--- config.mk ---
export PLATFORM = sky130hd
export DESIGN_NAME = irq_chain_ctrl
export DESIGN_NICKNAME = d
export VERILOG_FILES = /design/src/rtl/irq_chain_pkg.sv /design/src/rtl/irq_prio.sv /design/src/rtl/irq_ret_decode.sv /design/src/rtl/irq_chain_ctrl.sv
export SDC_FILE = /design/constraint.sdc
export NUM_CORES = 1
export LEC_CHECK = 0
export BUFFER_PORTS_ARGS = -buffer_cell sky130_fd_sc_hd__buf_2
export CORE_UTILIZATION = 45
export DETAILED_ROUTE_END_ITERATION = 7
export PLACE_DENSITY_LB_ADDON = 0.1
export RECOVER_POWER = 25
export SKIP_CTS_REPAIR_TIMING = 1
export SLEW_MARGIN = 20
export SYNTH_ARGS = -nofsm -noshare
export SYNTH_HDL_FRONTEND = slang
export SYNTH_SLANG_ARGS = --single-unit
--- constraint.sdc ---
create_clock -name clk -period 1.75 [get_ports clk]
set_input_delay 0.35 -clock clk [delete_from_list [all_inputs] [get_ports clk]]
set_output_delay 0.35 -clock clk [all_outputs]
set_load 0.02 [all_outputs]
--- src/rtl/irq_chain_pkg.sv ---
// Shared constants for the interrupt chain controller.
// Assumes an 8-bit opcode bus; the return sequence is prefix then return byte.
package irq_chain_pkg;
    localparam logic [7:0] OP_PREFIX = 8'hED;
    localparam logic [7:0] OP_RETURN = 8'h4D;
endpackage

--- src/rtl/irq_prio.sv ---
// Fixed-priority picker: bit 0 is the highest priority.
// A request wins when no higher bit has an unblocked request and no blocking
// bit is set at or above its own position. Output is one-hot or zero.
module irq_prio #(
    parameter int NUM_CH = 4
) (
    input  logic [NUM_CH-1:0] req,
    input  logic [NUM_CH-1:0] blk,
    output logic [NUM_CH-1:0] win
);
    logic [NUM_CH-1:0] blk_up;
    logic [NUM_CH-1:0] ok;
    logic [NUM_CH-1:0] taken_above;

    genvar i;
    generate
        for (i = 0; i < NUM_CH; i++) begin : g_slot
            if (i == 0) begin : g_top
                // Highest slot: blocked only by itself, nothing above it.
                assign blk_up[i]      = blk[i];
                assign taken_above[i] = 1'b0;
            end else begin : g_rest
                // Blocking and wins propagate downward through the chain.
                assign blk_up[i]      = blk_up[i-1] | blk[i];
                assign taken_above[i] = taken_above[i-1] | ok[i-1];
            end
            assign ok[i]  = req[i] & ~blk_up[i];
            assign win[i] = ok[i] & ~taken_above[i];
        end
    endgenerate
endmodule

--- src/rtl/irq_ret_decode.sv ---
// Watches opcode fetches for the two-byte return sequence.
// A fetch is M1 and RD low with IORQ high; the byte is taken on its first clock.
// rel_pulse is combinational on the fetch clock of the second byte; ed_win
// stays set from the clock after a prefix fetch until M1 rises.
module irq_ret_decode
    import irq_chain_pkg::*;
#(
    parameter int DATA_W = 8
) (
    input  logic              clk,
    input  logic              rst_n,
    input  logic              m1_n,
    input  logic              rd_n,
    input  logic              iorq_n,
    input  logic [DATA_W-1:0] fetch_data,
    input  logic              iei,
    output logic              rel_pulse,
    output logic              ed_win
);
    logic fetch_now;
    logic fetch_q;
    logic fetch_start;
    logic prefix_q;
    logic is_prefix;
    logic is_return;

    assign fetch_now   = !m1_n && !rd_n && iorq_n;
    assign fetch_start = fetch_now && !fetch_q;
    assign is_prefix   = (fetch_data == DATA_W'(OP_PREFIX));
    assign is_return   = (fetch_data == DATA_W'(OP_RETURN));
    assign rel_pulse   = fetch_start && is_return && prefix_q && iei;

    // Track fetch edges, the prefix flag and the prefix window.
    always_ff @(posedge clk) begin
        if (!rst_n) begin
            fetch_q  <= 1'b0;
            prefix_q <= 1'b0;
            ed_win   <= 1'b0;
        end else begin
            fetch_q <= fetch_now;
            if (fetch_start) begin
                prefix_q <= is_prefix;
            end
            if (m1_n) begin
                ed_win <= 1'b0;
            end else if (fetch_start && is_prefix) begin
                ed_win <= 1'b1;
            end
        end
    end
endmodule

--- src/rtl/irq_chain_ctrl.sv ---
// Vectored interrupt controller for four counter channels in a daisy chain.
// Assumes requests stay set until req_clr; strobes are synchronous to clk.
// Request flags are sampled only while M1 is high; the vector is captured
// on the first clock of an acknowledge and held for the rest of it.
module irq_chain_ctrl #(
    parameter int NUM_CH = 4,
    parameter int DATA_W = 8,
    localparam int CODE_W = $clog2(NUM_CH),
    localparam int BASE_W = DATA_W - 1 - CODE_W
) (
    input  logic              clk,
    input  logic              rst_n,
    input  logic [NUM_CH-1:0] ch_req,
    input  logic [NUM_CH-1:0] ch_ien,
    input  logic [BASE_W-1:0] vec_base,
    input  logic              m1_n,
    input  logic              iorq_n,
    input  logic              rd_n,
    input  logic [DATA_W-1:0] fetch_data,
    input  logic              iei,
    output logic              int_n,
    output logic              ieo,
    output logic [DATA_W-1:0] vec_out,
    output logic              vec_oe,
    output logic [NUM_CH-1:0] req_clr
);
    logic [NUM_CH-1:0] req_lat;
    logic [NUM_CH-1:0] srv;
    logic [NUM_CH-1:0] win;
    logic [NUM_CH-1:0] rel_oh;
    logic [NUM_CH-1:0] grant_oh;
    logic [CODE_W-1:0] code_q;
    logic [CODE_W-1:0] cur_code;
    logic              ack;
    logic              ack_q;
    logic              ack_start;
    logic              live_hit;
    logic              hit_q;
    logic              rel_pulse;
    logic              ed_win;

    function automatic logic [CODE_W-1:0] enc(input logic [NUM_CH-1:0] oh);
        logic [CODE_W-1:0] r;
        r = '0;
        for (int k = 0; k < NUM_CH; k++) begin
            if (oh[k]) r = r | CODE_W'(k);
        end
        return r;
    endfunction

    irq_prio #(.NUM_CH(NUM_CH)) u_arb (
        .req (req_lat),
        .blk (srv),
        .win (win)
    );

    irq_prio #(.NUM_CH(NUM_CH)) u_relpick (
        .req (srv),
        .blk ({NUM_CH{1'b0}}),
        .win (rel_oh)
    );

    irq_ret_decode #(.DATA_W(DATA_W)) u_ret (
        .clk        (clk),
        .rst_n      (rst_n),
        .m1_n       (m1_n),
        .rd_n       (rd_n),
        .iorq_n     (iorq_n),
        .fetch_data (fetch_data),
        .iei        (iei),
        .rel_pulse  (rel_pulse),
        .ed_win     (ed_win)
    );

    assign ack       = !m1_n && !iorq_n;
    assign ack_start = ack && !ack_q;
    assign live_hit  = iei && (|win);
    assign grant_oh  = (ack_start && live_hit) ? win : '0;

    // Sample enabled requests outside M1; freeze them inside it.
    always_ff @(posedge clk) begin
        if (!rst_n) begin
            req_lat <= '0;
        end else if (m1_n) begin
            req_lat <= ch_req & ch_ien;
        end
    end

    // Acknowledge capture, clear pulses and the under-service set.
    always_ff @(posedge clk) begin
        if (!rst_n) begin
            ack_q   <= 1'b0;
            hit_q   <= 1'b0;
            code_q  <= '0;
            req_clr <= '0;
            srv     <= '0;
        end else begin
            ack_q   <= ack;
            req_clr <= grant_oh;
            srv     <= (srv | grant_oh) & ~(rel_pulse ? rel_oh : '0);
            if (ack_start) begin
                hit_q  <= live_hit;
                code_q <= enc(win);
            end
        end
    end

    // Chain outputs and the vector drive.
    always_comb begin
        cur_code = ack_start ? enc(win) : code_q;
        vec_oe   = ack && (ack_start ? live_hit : hit_q);
        vec_out  = vec_oe ? {vec_base, cur_code, 1'b0} : '0;
        int_n    = !live_hit;
        ieo      = iei && !(|srv) && (!(|req_lat) || ed_win);
    end
endmodule

==> results.md <==
- Status: complete, but fails checks
- Failing checks: setup timing
- Delay-heaviest family, CP: simple AND/OR/NAND/NOR gates
- Final setup skew: 0.000749 ns
- Tot Pwr: 0.000814 W
- Combinational group share of total power: 18.7%
- Final period utilization: 114%
- Synth unique cells: 34
- Starting Density: 49.9%
- HPWL Detailed: 1750 µm
- Sequential share of power: 54.8%
- Crit Path Class: flip-flop to primary output
- Int Pwr: 0.000602 W
- Crit. Startpoint: srv[1]
- Crit path cell chain: or3_4 -> nor3_2 -> a21oi_2 -> a21oi_1 -> buf_4
- Worst Hold Class: input port to flip-flop
- Core Area: 1800 µm²
- Final worst slack: -0.245 ns
- Sw frac: 26.1%
- CP arrival: 1.64 ns
- TritonCTS clock tree: done
- Initial DRC count: 20
- Worst r2r src: u_ret.prefix_q
- Layout area overhead: 51.7%
- Reg area: 397 µm²
- Antenna-violating nets left: 0
- Largest net degree at the start of global routing: 17
- Final RePlAce weighted congestion: 0.846
- #FFs+latches synth: 19
- # port buffers: 40
- Crit-path max FO: 4
- HP Start: ch_req[1]
- VDD IR-drop max: 635 µV
- Wirelength per Cell: 14.6 µm
- Final hold vios: 0
- Clock slew at reported path FFs: 0.10 ns
- Layout cells sized above 1: 51.3%
- Maxcap violations: 0
- Initial antenna violation count: 0
- Syn Nets: 127
- Site row count: 15
- Final Net Count: 182
- Setup crit start kind: flip-flop
- Vias in the first global route: 825
- Clock share of power: 26.6%
- Post-Route WL: 2610 µm
- Unrepaired setup endpoints after global routing: true
- H-tree Lvls: 1
- Die H: 46.7 µm
- Grt ovf: 0
- Via count: 989
- FMAX: 0.501 GHz
- CTS Buf Count: 3
- WP data required: 1.40 ns
- CP peak stage delay: 0.41 ns
- Net Switching: 0.000213 W
- IO Count: 42
- Vias per std cell: 5.53
- Global-route wire length before repair: 3420 µm
- Crit. End Element: primary output
- GRT Util Overall: 22.1%
- Mapped Cells: 100
- Drt drc: 0
- Mapped cell area: 898 µm²
- Tmin final: 1.99 ns
- Core Util, Final: 75.6%
- CP Buf/Inv Count: 1
- Die area: 2180 µm²
- CTS Root Cell: clkbuf_4
- Leak: 0.609 nW
- Synth Warn #: 0
- Post-synthesis average cell area: 8.98 µm²
- Final Max Slew Viols: 0
- Die width: 46.7 µm
- Antenna cell count: 0
- Seq/Total Area, Yosys: 42.3%
- Worst skew pair latency: 0.29 ns
- Worst-case clock buffer depth: 2
- Final setup vio count: 9
- First-pass iteration count of the detailed router: 4
- PD cells: 598 nW/µm²
- Slowest cell on crit path: or3_4
- Area of the multi-input gates: 577 µm²
- # clock sinks: 19
- Filler Cells Inserted: 144
logic make-up (layout without fill, tap and decap cells):
group           after synthesis  count (layout)  synth area share, %
buf+inv                       3              57                 1.67
flops                        19              19                 42.3
compound gates               27              27                 22.0
simple gates                 50              50                 33.6
other cells                   1               1                0.417
layout by cell type, fill, tap and decap left out, drive strengths merged, types with 2 or more instances in the layout:
| cell | n |
|---|---|
| a21boi | 9 |
| a21o | 2 |
| a21oi | 3 |
| a31o | 2 |
| and3 | 4 |
| buf | 52 |
| clkbuf | 4 |
| dfxtp | 19 |
| nand2 | 6 |
| nand2b | 6 |
| nand3 | 6 |
| nand4 | 2 |
| nor2 | 9 |
| nor2b | 6 |
| nor3 | 2 |
| nor4b | 2 |
| o21a | 3 |
| o21ai | 2 |
| or3 | 2 |
cells in the mapped netlist:
cell type / number / area (µm²)
a21o_1: 2 / 15.0
and2_1: 1 / 6.26
and3b_1: 1 / 8.76
nand2_1: 6 / 22.5
nor2_1: 9 / 33.8
a22oi_1: 1 / 7.51
a21oi_1: 3 / 15.0
o221a_2: 1 / 11.3
dfxtp_1: 19 / 380
o311ai_0: 1 / 8.76
or3_1: 2 / 12.5
nor3_2: 1 / 10.0
a21boi_0: 9 / 67.6
conb_1: 1 / 3.75
nand4_1: 2 / 12.5
nand3b_1: 1 / 7.51
and3_1: 4 / 25.0
nand2b_1: 6 / 37.5
a31o_1: 1 / 8.76
o211ai_1: 1 / 7.51
a31oi_1: 1 / 6.26
nor2b_1: 6 / 37.5
nor4b_4: 1 / 23.8
o21a_1: 3 / 22.5
o2bb2ai_1: 1 / 8.76
nor4bb_1: 1 / 10.0
o21ai_0: 2 / 10.0
and4b_1: 1 / 10.0
buf_4: 1 / 7.51
a31o_2: 1 / 8.76
clkbuf_1: 2 / 7.51
nor3_1: 1 / 5.00
nor4b_1: 1 / 8.76
nand3_1: 6 / 30.0
routing by layer:
metal	global-route usage [%]	wire length (µm)	up-vias
li1	-	-	470
met1	26.9	1020	470
met2	38.9	1380	45
met3	6.27	177	4
met4	3.43	31	0
met5	0	0	-
power groups by stage:
stage / combinational [W] / clock, W / sequential [W]
2_1_floorplan: 0.0000613 / 0 / 0.000457
3_3_place_gp: 0.000120 / 0 / 0.000458
3_5_place_dp: 0.000123 / 0 / 0.000458
4_1_cts: 0.000124 / 0.000218 / 0.000448
5_1_grt: 0.000163 / 0.000237 / 0.000447
6_report: 0.000152 / 0.000216 / 0.000446
sequential cells by signal, summed over array words and instances, names as in the netlist:
name            count
u_ret.fetch_q       1
req_lat             4
u_ret.ed_win        1
code_q              2
u_ret.prefix_q      1
srv                 4
req_clr             4
hit_q               1
ack_q               1
path summary, 6_finish.rpt:
check | slack [ns] | end | depth (start not counted)
max | -0.24 | vec_out[2] | 5
min | 0.31 | req_lat[1] | 3
min reg2reg | 0.48 | hit_q | 2
max reg2reg | 0.26 | srv[2] | 4
layout make-up:
| type | count | area share, % |
|---|---|---|
| clock buffer | 3 | 1.65 |
| multi-input combinational | 78 | 42.3 |
| tap | 25 | 2.30 |
| sequential | 19 | 29.1 |
| timing repair buffer | 53 | 24.2 |
| clock inverter | 1 | 0.367 |
worst register-to-register path, stage by stage, from the launching register on:
cell	delay [ns]
dfxtp_1	0.33
nor4bb_1	0.28
nand4_1	0.20
or3_1	0.35
a31o_1	0.23
stage by stage:
stage / cell area, µm² / std cells / worst slack, ns / setup TNS [ns] / hold slack (ns)
after global routing: 1360 / 179 / -0.329 / -2.28 / 0.323
after global placement: 1210 / 174 / -0.0599 / -0.367 / 0.451
after detailed placement: 1210 / 174 / -0.0633 / -0.359 / 0.462
after CTS: 1240 / 178 / -0.403 / -3.59 / 0.316
final: 1360 / 179 / -0.245 / -1.57 / 0.313
after floorplan: 905 / 100 / -0.129 / -0.667 / 0.441
Note: power is estimated with default switching activity, not from simulation.
